==> src/rtl/jksr_pkg.sv <==
package jksr_pkg;

  typedef enum logic {
    OP_LOAD  = 1'b0,
    OP_SHIFT = 1'b1
  } op_e;

  // Next value of the entry stage: J acts when the stage is 0, active-low K when it is 1.
  function automatic logic jk_next(input logic j, input logic k_n, input logic cur);
    return (j & ~cur) | (k_n & cur);
  endfunction

endpackage

==> src/rtl/jksr_entry_stage.sv <==
module jksr_entry_stage (
  input  logic cur_i,
  input  logic j_i,
  input  logic k_n_i,
  output logic nxt_o
);
  always_comb begin
    nxt_o = jksr_pkg::jk_next(j_i, k_n_i, cur_i);
  end
endmodule

==> src/rtl/jksr_next_state.sv <==
module jksr_next_state #(
  parameter int WIDTH = 4
) (
  input  jksr_pkg::op_e    op_i,
  input  logic [WIDTH-1:0] cur_i,
  input  logic [WIDTH-1:0] par_i,
  input  logic             entry_i,
  output logic [WIDTH-1:0] nxt_o
);
  // Each stage chooses between its parallel bit and its shift source.
  for (genvar g = 0; g < WIDTH; g++) begin : g_stage
    logic shift_src;
    if (g == 0) begin : g_first
      assign shift_src = entry_i;
    end else begin : g_rest
      assign shift_src = cur_i[g-1];
    end
    assign nxt_o[g] = (op_i == jksr_pkg::OP_SHIFT) ? shift_src : par_i[g];
  end
endmodule

==> src/rtl/jksr_stage_regs.sv <==
module jksr_stage_regs #(
  parameter int WIDTH = 4
) (
  input  logic             clk,
  input  logic             rst_n,
  input  logic [WIDTH-1:0] d_i,
  output logic [WIDTH-1:0] q_o
);
  always_ff @(posedge clk or negedge rst_n) begin
    if (!rst_n) q_o <= '0;
    else        q_o <= d_i;
  end
endmodule

==> src/rtl/jk_shift_reg.sv <==
module jk_shift_reg #(
  parameter int WIDTH = 4
) (
  input  logic             clk,
  input  logic             rst_n,
  input  logic             load_n,
  input  logic             j_in,
  input  logic             k_n_in,
  input  logic [WIDTH-1:0] par_in,
  output logic [WIDTH-1:0] q_out,
  output logic             q_last_n
);
  localparam int LAST = WIDTH - 1;

  jksr_pkg::op_e    op;
  logic             entry_nxt;
  logic [WIDTH-1:0] state_q;
  logic [WIDTH-1:0] state_d;

  assign op = load_n ? jksr_pkg::OP_SHIFT : jksr_pkg::OP_LOAD;

  jksr_entry_stage u_entry (
    .cur_i (state_q[0]),
    .j_i   (j_in),
    .k_n_i (k_n_in),
    .nxt_o (entry_nxt)
  );

  jksr_next_state #(.WIDTH(WIDTH)) u_next (
    .op_i    (op),
    .cur_i   (state_q),
    .par_i   (par_in),
    .entry_i (entry_nxt),
    .nxt_o   (state_d)
  );

  jksr_stage_regs #(.WIDTH(WIDTH)) u_regs (
    .clk   (clk),
    .rst_n (rst_n),
    .d_i   (state_d),
    .q_o   (state_q)
  );

  assign q_out    = state_q;
  assign q_last_n = ~state_q[LAST];
endmodule

==> config.mk <==
export PLATFORM = sky130hd
export DESIGN_NAME = jk_shift_reg
export DESIGN_NICKNAME = d
export VERILOG_FILES = /design/src/rtl/jksr_pkg.sv /design/src/rtl/jksr_entry_stage.sv /design/src/rtl/jksr_next_state.sv /design/src/rtl/jksr_stage_regs.sv /design/src/rtl/jk_shift_reg.sv
export SDC_FILE = /design/constraint.sdc
export NUM_CORES = 1
export LEC_CHECK = 0
export ABC_CLOCK_PERIOD_IN_PS = 2200
export CORE_AREA = 2 2 39 41
export CTS_CLUSTER_DIAMETER = 40
export DETAILED_ROUTE_END_ITERATION = 8
export DIE_AREA = 0 0 41 43
export GPL_TIMING_DRIVEN = 0
export SYNTH_ARGS = -nofsm -noshare
export SYNTH_HDL_FRONTEND = slang
export SYNTH_SLANG_ARGS = --single-unit
==> constraint.sdc <==
create_clock -name clk -period 2.2 [get_ports clk]
set_input_delay 0.33 -clock clk [delete_from_list [all_inputs] [get_ports clk]]
set_output_delay 0.33 -clock clk [all_outputs]
set_load 0.01 [all_outputs]
## Word-level counts from Yosys, hierarchy flattened

Cells that the tools add are included.
Widths: inputs -> output; s select.

- Register bits after elaboration: 4
- Input port bits: 9
- Output and inout port bits: 5
- Logic and storage cells: 11

- Multiplexer cells: 5
- Bitwise logic cells: 5

Operators by type and width:

| kind | count |
|---|---|
| $mux 1 | 5 |
| $and 1x1->1 | 2 |
| $not 1->1 | 2 |
| $or 1x1->1 | 1 |

## Longest topological paths before layout

Gate-level depths: netlist (run 1).

- Depth after elaboration: 4
- Mapped depth: 2
- Mapped depth without buffers: 2

## Cells and area by module

From an unflattened synthesis (run 1), not the netlist that was laid out.

- Cells, all modules: 10
- Area total of the unflattened synthesis: 163.9 um2

By module, submodules not included:

| module | instances | cells an instance | area an instance (um2) | seq. area each (um2) |
|---|---|---|---|---|
| jksr_stage_regs | 1 | 4 | 100.1 | 100.1 |
| jksr_next_state | 1 | 4 | 45.0 | 0.0 |
| jksr_entry_stage | 1 | 1 | 15.0 | 0.0 |
| jk_shift_reg | 1 | 1 | 3.8 | 0.0 |

## Worst setup path before layout (run 1)

Ideal clock, no wire load.

- Path kind: reg2out
- Start: register u_regs.q_o[0]
- End: output q_out[0]
- Arrival: 0.515 ns
- Data required time: 1.870 ns
- Slack: 1.355 ns
- Stages on the path, launching flop included: 2
- Path buffers: 1
- Cells stage by stage: dfrtp_1 buf_4

RTL lines:

| element | line | RTL |
|---|---|---|
| start, declared | jksr_stage_regs.sv:7 | `output logic [WIDTH-1:0] q_o` |
| start signal, assigned | jksr_stage_regs.sv:11 | `else q_o <= d_i;` |
| end, declared | jk_shift_reg.sv:10 | `output logic [WIDTH-1:0] q_out,` |

No word-level cell between the ends.

## Final worst setup path (run 1)

- Start: register u_regs.q_o[0]
- End: output q_out[0]

No word-level cell between the ends.

==> impl_metrics.xml, run 1 <==
<?xml version="1.0" encoding="UTF-8"?>
<metrics>
  <group name="sta">
    <metric name="maxSlewViolCount" unit="">0</metric>
    <metric name="worstMarginPinSlew" unit="ns">0.210</metric>
    <metric name="timing.clock.skew" unit="ns">0.00249</metric>
    <metric name="fin_tns_setup" unit="ns">0</metric>
    <metric name="rsz0062_at_grt" unit="">no</metric>
    <metric name="timing.final.crit_share" unit="%">71.8</metric>
    <metric name="slew-limit-headroom" unit="%">86.0</metric>
    <metric name="final_setup_violations" unit="">0</metric>
    <metric name="final_period_minus_worst_setup_slack" unit="ns">1.58</metric>
    <metric name="minimum_hold_slack" unit="ns">0.296</metric>
    <metric name="finalHoldViolations" unit="">0</metric>
    <metric name="clock.fmax" unit="MHz">633</metric>
  </group>
  <group name="grt">
    <metric name="grtUsageTotal" unit="%">5.53</metric>
    <metric name="grt_pass1_vias" unit="">145</metric>
    <metric name="grt_overflow" unit="">0</metric>
    <metric name="number_of_antenna_violations_at_the_first_check_in_global_routing" unit="">0</metric>
    <metric name="largest_net_degree_at_the_start_of_global_routing" unit="">6</metric>
    <metric name="grt_first_pass_wirelength" unit="µm">552</metric>
  </group>
  <group name="pwr">
    <metric name="power.share.switching" unit="%">21.9</metric>
    <metric name="power_frac_clock" unit="%">40.2</metric>
    <metric name="power.static_leakage" unit="µW">0.000142</metric>
    <metric name="power_density" unit="mW/mm²">678</metric>
    <metric name="net-switching-power" unit="µW">49.9</metric>
    <metric name="internal_power" unit="µW">178</metric>
    <metric name="seqPwrFrac" unit="%">37.3</metric>
    <metric name="vdd.ir_drop.worst" unit="µV">143</metric>
    <metric name="share_of_power_burned_in_combinational_logic" unit="%">22.5</metric>
  </group>
  <group name="layout">
    <metric name="drive_gt1_share" unit="%">25.0</metric>
    <metric name="reg.largest.list" unit="">u_regs.q_o x4</metric>
    <metric name="largest_reg_flops" unit="">4</metric>
    <metric name="antenna_cells" unit="">0</metric>
    <metric name="biggest_register" unit="">u_regs.q_o</metric>
    <metric name="nNetsFinal" unit="">39</metric>
    <metric name="area_growth" unit="%">105</metric>
  </group>
  <group name="clocking">
    <metric name="cts_post_setup_buffers_inserted" unit="">0</metric>
    <metric name="cts_resized" unit="">0</metric>
    <metric name="tritoncts.num_buffers" unit="">3</metric>
    <metric name="cts_tree" unit="">done</metric>
    <metric name="htree_levels" unit="">1</metric>
    <metric name="cts.sink_count" unit="">4</metric>
    <metric name="cts.clk_slew.worst_paths" unit="ns">0.04</metric>
    <metric name="ctsLongestPathBuffers" unit="">2</metric>
    <metric name="cts-hold-fix-buffers" unit="">0</metric>
    <metric name="clk_latency" unit="ns">0.23</metric>
    <metric name="cts.root.buffer_cell" unit="">clkbuf_4</metric>
  </group>
  <group name="job">
    <metric name="drv_cap" unit="">0</metric>
  </group>
  <group name="die">
    <metric name="placementRows" unit="">14</metric>
    <metric name="design.die.area" unit="mm²">0.00176</metric>
    <metric name="floorplan.die.height" unit="µm">43</metric>
    <metric name="fp.coreArea" unit="mm²">0.00138</metric>
    <metric name="start_util" unit="%">11.8</metric>
    <metric name="die_w" unit="µm">41</metric>
    <metric name="boundaryPins" unit="">14</metric>
  </group>
  <group name="logic_synthesis">
    <metric name="async_reset_ff_share" unit="%">100</metric>
    <metric name="syn_area_cell" unit="µm²">13.7</metric>
    <metric name="synth.net_count" unit="">21</metric>
    <metric name="synth_enable_flop_cells" unit="">0</metric>
    <metric name="synth_largest_area_cell" unit="">dfrtp_1</metric>
    <metric name="synth_warnings" unit="">0</metric>
    <metric name="synth_common_cells" unit="">dfrtp_1 (4), mux2_2 (3)</metric>
    <metric name="synthFlopType" unit="">dfrtp_1</metric>
    <metric name="synth_top_cells_by_area" unit="">dfrtp_1 (61%), mux2_2 (21%), mux2i_1 (6.1%)</metric>
    <metric name="syn_area" unit="µm²">164</metric>
    <metric name="synth.distinct_cells" unit="">7</metric>
    <metric name="yosysMostFrequentCell" unit="">dfrtp_1</metric>
    <metric name="synthCells" unit="">12</metric>
    <metric name="synth_largest_type_area_fraction" unit="%">61.1</metric>
    <metric name="sequential_element_share_of_the_synthesized_area" unit="%">61.1</metric>
    <metric name="synth.ff_latch_count" unit="">4</metric>
  </group>
  <group name="place">
    <metric name="io_buffers" unit="">13</metric>
    <metric name="place.gp.congestion" unit="">0.551</metric>
  </group>
  <group name="routing">
    <metric name="avgViaCountPerCell" unit="">3.25</metric>
    <metric name="drt_wl_total" unit="µm">388</metric>
    <metric name="antenna_left" unit="">0</metric>
    <metric name="dr_total_vias" unit="">143</metric>
    <metric name="route.detailed.drc" unit="">0</metric>
    <metric name="drtPass1Iterations" unit="">1</metric>
    <metric name="drtIter0Drc" unit="">0</metric>
    <metric name="wl_per_cell" unit="µm">8.82</metric>
  </group>
  <group name="min_path">
    <metric name="hp-class" unit="">input pin to async pin</metric>
  </group>
  <group name="setup_path">
    <metric name="critical_path.slowest_cell" unit="">clkdlybuf4s50_1</metric>
    <metric name="timing_worst_setup_path_type" unit="">register to output pin</metric>
    <metric name="critical_path.endpoint_type" unit="">output pin</metric>
    <metric name="slowest_delay" unit="ns">0.53</metric>
    <metric name="worst-endpoint-required" unit="ns">1.87</metric>
    <metric name="path_max_fanout" unit="">3</metric>
    <metric name="critical_path_start_type" unit="">register</metric>
    <metric name="cp.arrival" unit="ns">1.25</metric>
    <metric name="worstPathCellList" unit="">buf_4 &gt; clkdlybuf4s50_1</metric>
  </group>
  <group name="status">
    <metric name="run_status" unit="">completed</metric>
  </group>
</metrics>
-- cell usage in the layout, fill, tap and decap left out --
cell	n
dfrtp_1	4
clkbuf_4	3
mux2i_1	1
mux2_2	3
inv_1	1
nor2_1	1
buf_4	1
clkdlybuf4s50_1	13
a21oi_1	1
-- worst max-delay path: cells and delay by family (launching register included) --
family / cells / cell delay (ns)
buffers and inverters: 2 / 0.65
flip-flops: 1 / 0.37
-- area by class of cell --
| class | instances | area, µm² |
|---|---|---|
| Clock buffer | 3 | 22.5 |
| Multi-Input combinational cell | 6 | 52.6 |
| Inverter | 1 | 3.75 |
| Fill cell | 156 | 1050 |
| Sequential cell | 4 | 100 |
| Buffer | 1 | 7.51 |
| Tap cell | 16 | 20.0 |
| Timing Repair Buffer | 13 | 130 |
-- final timing paths --
check | from | to | slack, ns | cells past startpoint
setup / recovery | u_regs.q_o[0] | q_out[0] | 0.62 | 2
hold / removal | rst_n | u_regs.q_o[1] | 0.30 | 1
setup reg to reg | u_regs.q_o[0] | u_regs.q_o[1] | 1.42 | 1
hold reg to reg | u_regs.q_o[2] | u_regs.q_o[3] | 0.51 | 1
max in group asynchronous | rst_n | u_regs.q_o[0] | 1.74 | 1
min in group clk | u_regs.q_o[2] | u_regs.q_o[3] | 0.51 | 1
-- metrics by stage --
stage	instances	power [µW]	instance area [µm²]	worst slack (ns)	util, %
6_report	44	228	337	0.620	24.3
5_1_grt	44	245	337	0.575	24.3
4_1_cts	44	236	337	0.601	24.3
3_5_place_dp	41	138	314	0.802	22.7
3_3_place_gp	41	138	314	0.798	22.7
2_1_floorplan	12	102	164	1.36	-
-- layer usage --
layer	track usage (%)	wire, µm	vias up
met5	0	0	-
met4	8.00	0	0
met3	3.66	72	0
met2	5.63	143	14
met1	5.83	172	56
li1	-	-	73
-- cell families (layout without fill, tap and decap cells) --
logic type             after synthesis  after routing  synth area share [%]
AOI/OAI and AO/OA                    1              1                  3.05
buffers and inverters                2             18                  6.87
DFF                                  4              4                  61.1
muxes                                4              4                  26.7
and+or+nand+nor                      1              1                  2.29
-- power groups by stage --
stage | registers, µW | logic (µW) | clock network (µW)
floorplan | 88.6 | 13.6 | 0
global placement | 86.4 | 51.4 | 0
detailed placement | 86.5 | 51.7 | 0
CTS | 85.4 | 52.0 | 98.4
global route | 86.1 | 55.9 | 103
finish | 85.2 | 51.3 | 91.8
Power figures use the tool's default switching activity.
==> run 2, diff against run 1 <==
--- a/config.mk
+++ b/config.mk
@@ -5,7 +5,7 @@
 export SDC_FILE = /design/constraint.sdc
 export NUM_CORES = 1
 export LEC_CHECK = 0
-export ABC_CLOCK_PERIOD_IN_PS = 2200
+export ABC_CLOCK_PERIOD_IN_PS = 1600
 export CORE_AREA = 2 2 39 41
 export CTS_CLUSTER_DIAMETER = 40
 export DETAILED_ROUTE_END_ITERATION = 8
==> constraint.sdc (replaced) <==
create_clock -name clk -period 1.6 [get_ports clk]
set_input_delay 0.24 -clock clk [delete_from_list [all_inputs] [get_ports clk]]
set_output_delay 0.24 -clock clk [all_outputs]
set_load 0.01 [all_outputs]
==> results of run 2 <==
The final DEF is identical to that of run 1. Status: completed.
Among the figures that moved: setup slack after placement 0.802 ns -> 0.292 ns; setup slack after layout 0.620 ns -> 0.110 ns; hold slack 0.296 ns -> 0.206 ns; register-to-register setup slack 1.42 ns -> 0.82 ns; total power 228 µW -> 314 µW; worst IR drop on VDD 143 µV -> 197 µV
==> run 3, diff against run 2 <==
--- a/config.mk
+++ b/config.mk
@@ -6,11 +6,14 @@
 export NUM_CORES = 1
 export LEC_CHECK = 0
 export ABC_CLOCK_PERIOD_IN_PS = 1600
+export CELL_PAD_IN_SITES_DETAIL_PLACEMENT = 1
+export CELL_PAD_IN_SITES_GLOBAL_PLACEMENT = 2
 export CORE_AREA = 2 2 39 41
 export CTS_CLUSTER_DIAMETER = 40
 export DETAILED_ROUTE_END_ITERATION = 8
 export DIE_AREA = 0 0 41 43
-export GPL_TIMING_DRIVEN = 0
+export GPL_TIMING_DRIVEN = 1
+export PLACE_DENSITY_LB_ADDON = 0.1
 export SYNTH_ARGS = -nofsm -noshare
 export SYNTH_HDL_FRONTEND = slang
 export SYNTH_SLANG_ARGS = --single-unit
==> run 3 against run 2 <==
Power down 0.71%. Setup slack better by 0.074 ns. Non-clock buffer count down 1. Die area unchanged. Cell count down 2.3%. Sequential power about the same. Critical path type unchanged. Largest cell class unchanged. Highest routed layer unchanged.
==> impl_metrics.xml, run 3 (synthesis results as in run 1) <==
<?xml version="1.0" encoding="UTF-8"?>
<metrics>
  <group name="setup_path">
    <metric name="critical_path.slowest_cell" unit="">clkdlybuf4s50_1</metric>
    <metric name="crit_path_buffers_inverters" unit="">2</metric>
    <metric name="critical_path_start_type" unit="">register</metric>
    <metric name="worst-endpoint-required" unit="ns">1.36</metric>
    <metric name="crit_family" unit="">buffers and inverters</metric>
    <metric name="worstPathCellList" unit="">inv_1 &gt; clkdlybuf4s50_1</metric>
    <metric name="cp.arrival" unit="ns">1.18</metric>
    <metric name="critical_path.endpoint_type" unit="">output pin</metric>
    <metric name="path_max_fanout" unit="">2</metric>
    <metric name="timing_worst_setup_path_type" unit="">register to output pin</metric>
    <metric name="slowest_delay" unit="ns">0.52</metric>
  </group>
  <group name="routing">
    <metric name="avgViaCountPerCell" unit="">3.33</metric>
    <metric name="drtIter0Drc" unit="">1</metric>
    <metric name="drtPass1Iterations" unit="">2</metric>
    <metric name="wl_per_cell" unit="µm">10.2</metric>
    <metric name="dr_total_vias" unit="">143</metric>
    <metric name="antenna_left" unit="">0</metric>
    <metric name="drt_wl_total" unit="µm">440</metric>
    <metric name="route.detailed.drc" unit="">0</metric>
  </group>
  <group name="clocking">
    <metric name="ctsLongestPathBuffers" unit="">2</metric>
    <metric name="cts_resized" unit="">0</metric>
    <metric name="cts.clk_slew.worst_paths" unit="ns">0.04</metric>
    <metric name="cts.root.buffer_cell" unit="">clkbuf_4</metric>
    <metric name="cts_tree" unit="">done</metric>
    <metric name="tritoncts.num_buffers" unit="">3</metric>
    <metric name="cts_post_setup_buffers_inserted" unit="">0</metric>
    <metric name="cts-hold-fix-buffers" unit="">0</metric>
    <metric name="cts.sink_count" unit="">4</metric>
    <metric name="clk_latency" unit="ns">0.24</metric>
    <metric name="htree_levels" unit="">1</metric>
  </group>
  <group name="layout">
    <metric name="antenna_cells" unit="">0</metric>
    <metric name="area_growth" unit="%">101</metric>
    <metric name="finalInstanceArea" unit="µm²">329</metric>
    <metric name="finalNonFillerCells" unit="">43</metric>
    <metric name="final_common_cell" unit="">clkdlybuf4s50_1</metric>
    <metric name="largest_reg_flops" unit="">4</metric>
    <metric name="reg.largest.list" unit="">u_regs.q_o x4</metric>
    <metric name="mostFrequentLayoutCells" unit="">clkdlybuf4s50_1 (13), dfrtp_1 (4), mux2_2 (3), clkbuf_4 (3)</metric>
    <metric name="drive_gt1_share" unit="%">22.2</metric>
    <metric name="nNetsFinal" unit="">38</metric>
    <metric name="post-route-util" unit="%">23.8</metric>
    <metric name="num-fill-cells" unit="">153</metric>
    <metric name="biggest_register" unit="">u_regs.q_o</metric>
  </group>
  <group name="pwr">
    <metric name="power_frac_clock" unit="%">40.7</metric>
    <metric name="seqPwrFrac" unit="%">37.7</metric>
    <metric name="internal_power" unit="µW">243</metric>
    <metric name="vdd.ir_drop.worst" unit="µV">336</metric>
    <metric name="share_of_power_burned_in_combinational_logic" unit="%">21.6</metric>
    <metric name="power_density" unit="mW/mm²">947</metric>
    <metric name="power.share.switching" unit="%">22.2</metric>
    <metric name="power.static_leakage" unit="µW">0.000137</metric>
    <metric name="net-switching-power" unit="µW">69.1</metric>
  </group>
  <group name="place">
    <metric name="place_inst" unit="">40</metric>
    <metric name="post_dp_cell_area" unit="µm²">307</metric>
    <metric name="place.gp.congestion" unit="">0.586</metric>
    <metric name="detailedPlacementHpwl" unit="µm">356</metric>
    <metric name="io_buffers" unit="">13</metric>
  </group>
  <group name="grt">
    <metric name="grt_overflow" unit="">0</metric>
    <metric name="number_of_antenna_violations_at_the_first_check_in_global_routing" unit="">0</metric>
    <metric name="largest_net_degree_at_the_start_of_global_routing" unit="">6</metric>
    <metric name="grt_pass1_vias" unit="">178</metric>
    <metric name="grt_first_pass_wirelength" unit="µm">683</metric>
    <metric name="grtUsageTotal" unit="%">6.96</metric>
  </group>
  <group name="die">
    <metric name="start_util" unit="%">11.8</metric>
    <metric name="design.die.area" unit="mm²">0.00176</metric>
    <metric name="die_w" unit="µm">41</metric>
    <metric name="floorplan.die.height" unit="µm">43</metric>
    <metric name="boundaryPins" unit="">14</metric>
    <metric name="placementRows" unit="">14</metric>
    <metric name="fp.coreArea" unit="mm²">0.00138</metric>
  </group>
  <group name="min_path">
    <metric name="hp-class" unit="">input pin to async pin</metric>
  </group>
  <group name="job">
    <metric name="drv_cap" unit="">0</metric>
  </group>
  <group name="sta">
    <metric name="rsz0062_at_grt" unit="">no</metric>
    <metric name="worstMarginPinSlew" unit="ns">0.202</metric>
    <metric name="finalHoldViolations" unit="">0</metric>
    <metric name="clock.fmax" unit="MHz">706</metric>
    <metric name="final_period_minus_worst_setup_slack" unit="ns">1.42</metric>
    <metric name="timing.final.crit_share" unit="%">88.5</metric>
    <metric name="fin_tns_setup" unit="ns">0</metric>
    <metric name="slew-limit-headroom" unit="%">86.5</metric>
    <metric name="final_setup_violations" unit="">0</metric>
    <metric name="maxSlewViolCount" unit="">0</metric>
    <metric name="timing.clock.skew" unit="ns">0.00207</metric>
  </group>
  <group name="status">
    <metric name="run_status" unit="">completed</metric>
  </group>
</metrics>
## run 3: cell count changes in the layout (fill, tap and decap cells not counted)
cell   delta
buf_4     -1
## run 3: worst paths after layout
path | from | end | slack [ns] | cells past startpoint
min in group clk | u_regs.q_o[2] | u_regs.q_o[3] | 0.50 | 1
worst max-delay path | u_regs.q_o[3] | q_last_n | 0.18 | 2
worst max register to register | u_regs.q_o[0] | u_regs.q_o[0] | 0.81 | 2
worst min register to register | u_regs.q_o[2] | u_regs.q_o[3] | 0.50 | 1
max in group asynchronous | rst_n | u_regs.q_o[2] | 1.22 | 1
worst min-delay path | rst_n | u_regs.q_o[3] | 0.21 | 1
## run 3: area by class of cell
cell class | instances | area (µm²) | share of cell area (%)
repair buffers | 13 | 130 | 39.5
well taps | 16 | 20.0 | 6.08
clock buffers | 3 | 22.5 | 6.84
inverters | 1 | 3.75 | 1.14
flip-flops and latches | 4 | 100 | 30.4
multi-input cells | 6 | 52.6 | 16.0
## run 3: worst register-to-register path, delay by kind of cell (launching register included)
| family | cells | cell delay [ns] |
|---|---|---|
| AOI/OAI and AO/OA | 1 | 0.08 |
| DFF | 1 | 0.38 |
| muxes | 1 | 0.21 |
## run 3: through the flow
step                      power [µW]  hold WS [ns]  setup slack [ns]
final                            312         0.210             0.184
after global placement           188         0.470             0.292
after CTS                        323         0.208             0.163
after global routing             335         0.219             0.120
after floorplan                  140       -0.0556             0.829
after detailed placement         188         0.464             0.292
## run 3: power by group through the flow
stage	Combinational, µW	Sequential, µW	Clock [µW]
after floorplan	18.6	122	0
after detailed placement	68.7	119	0
after global placement	68.6	119	0
after CTS	69.1	118	136
final	67.5	117	127
after global routing	73.3	119	143
## run 3: routing by layer
metal | up-vias | track usage, % | share of wire [%]
met3 | 0 | 8.90 | 17
met4 | 0 | 6.00 | 0
met5 | - | 0 | 0
met1 | 64 | 4.56 | 31
met2 | 9 | 9.06 | 52
li1 | 70 | - | -
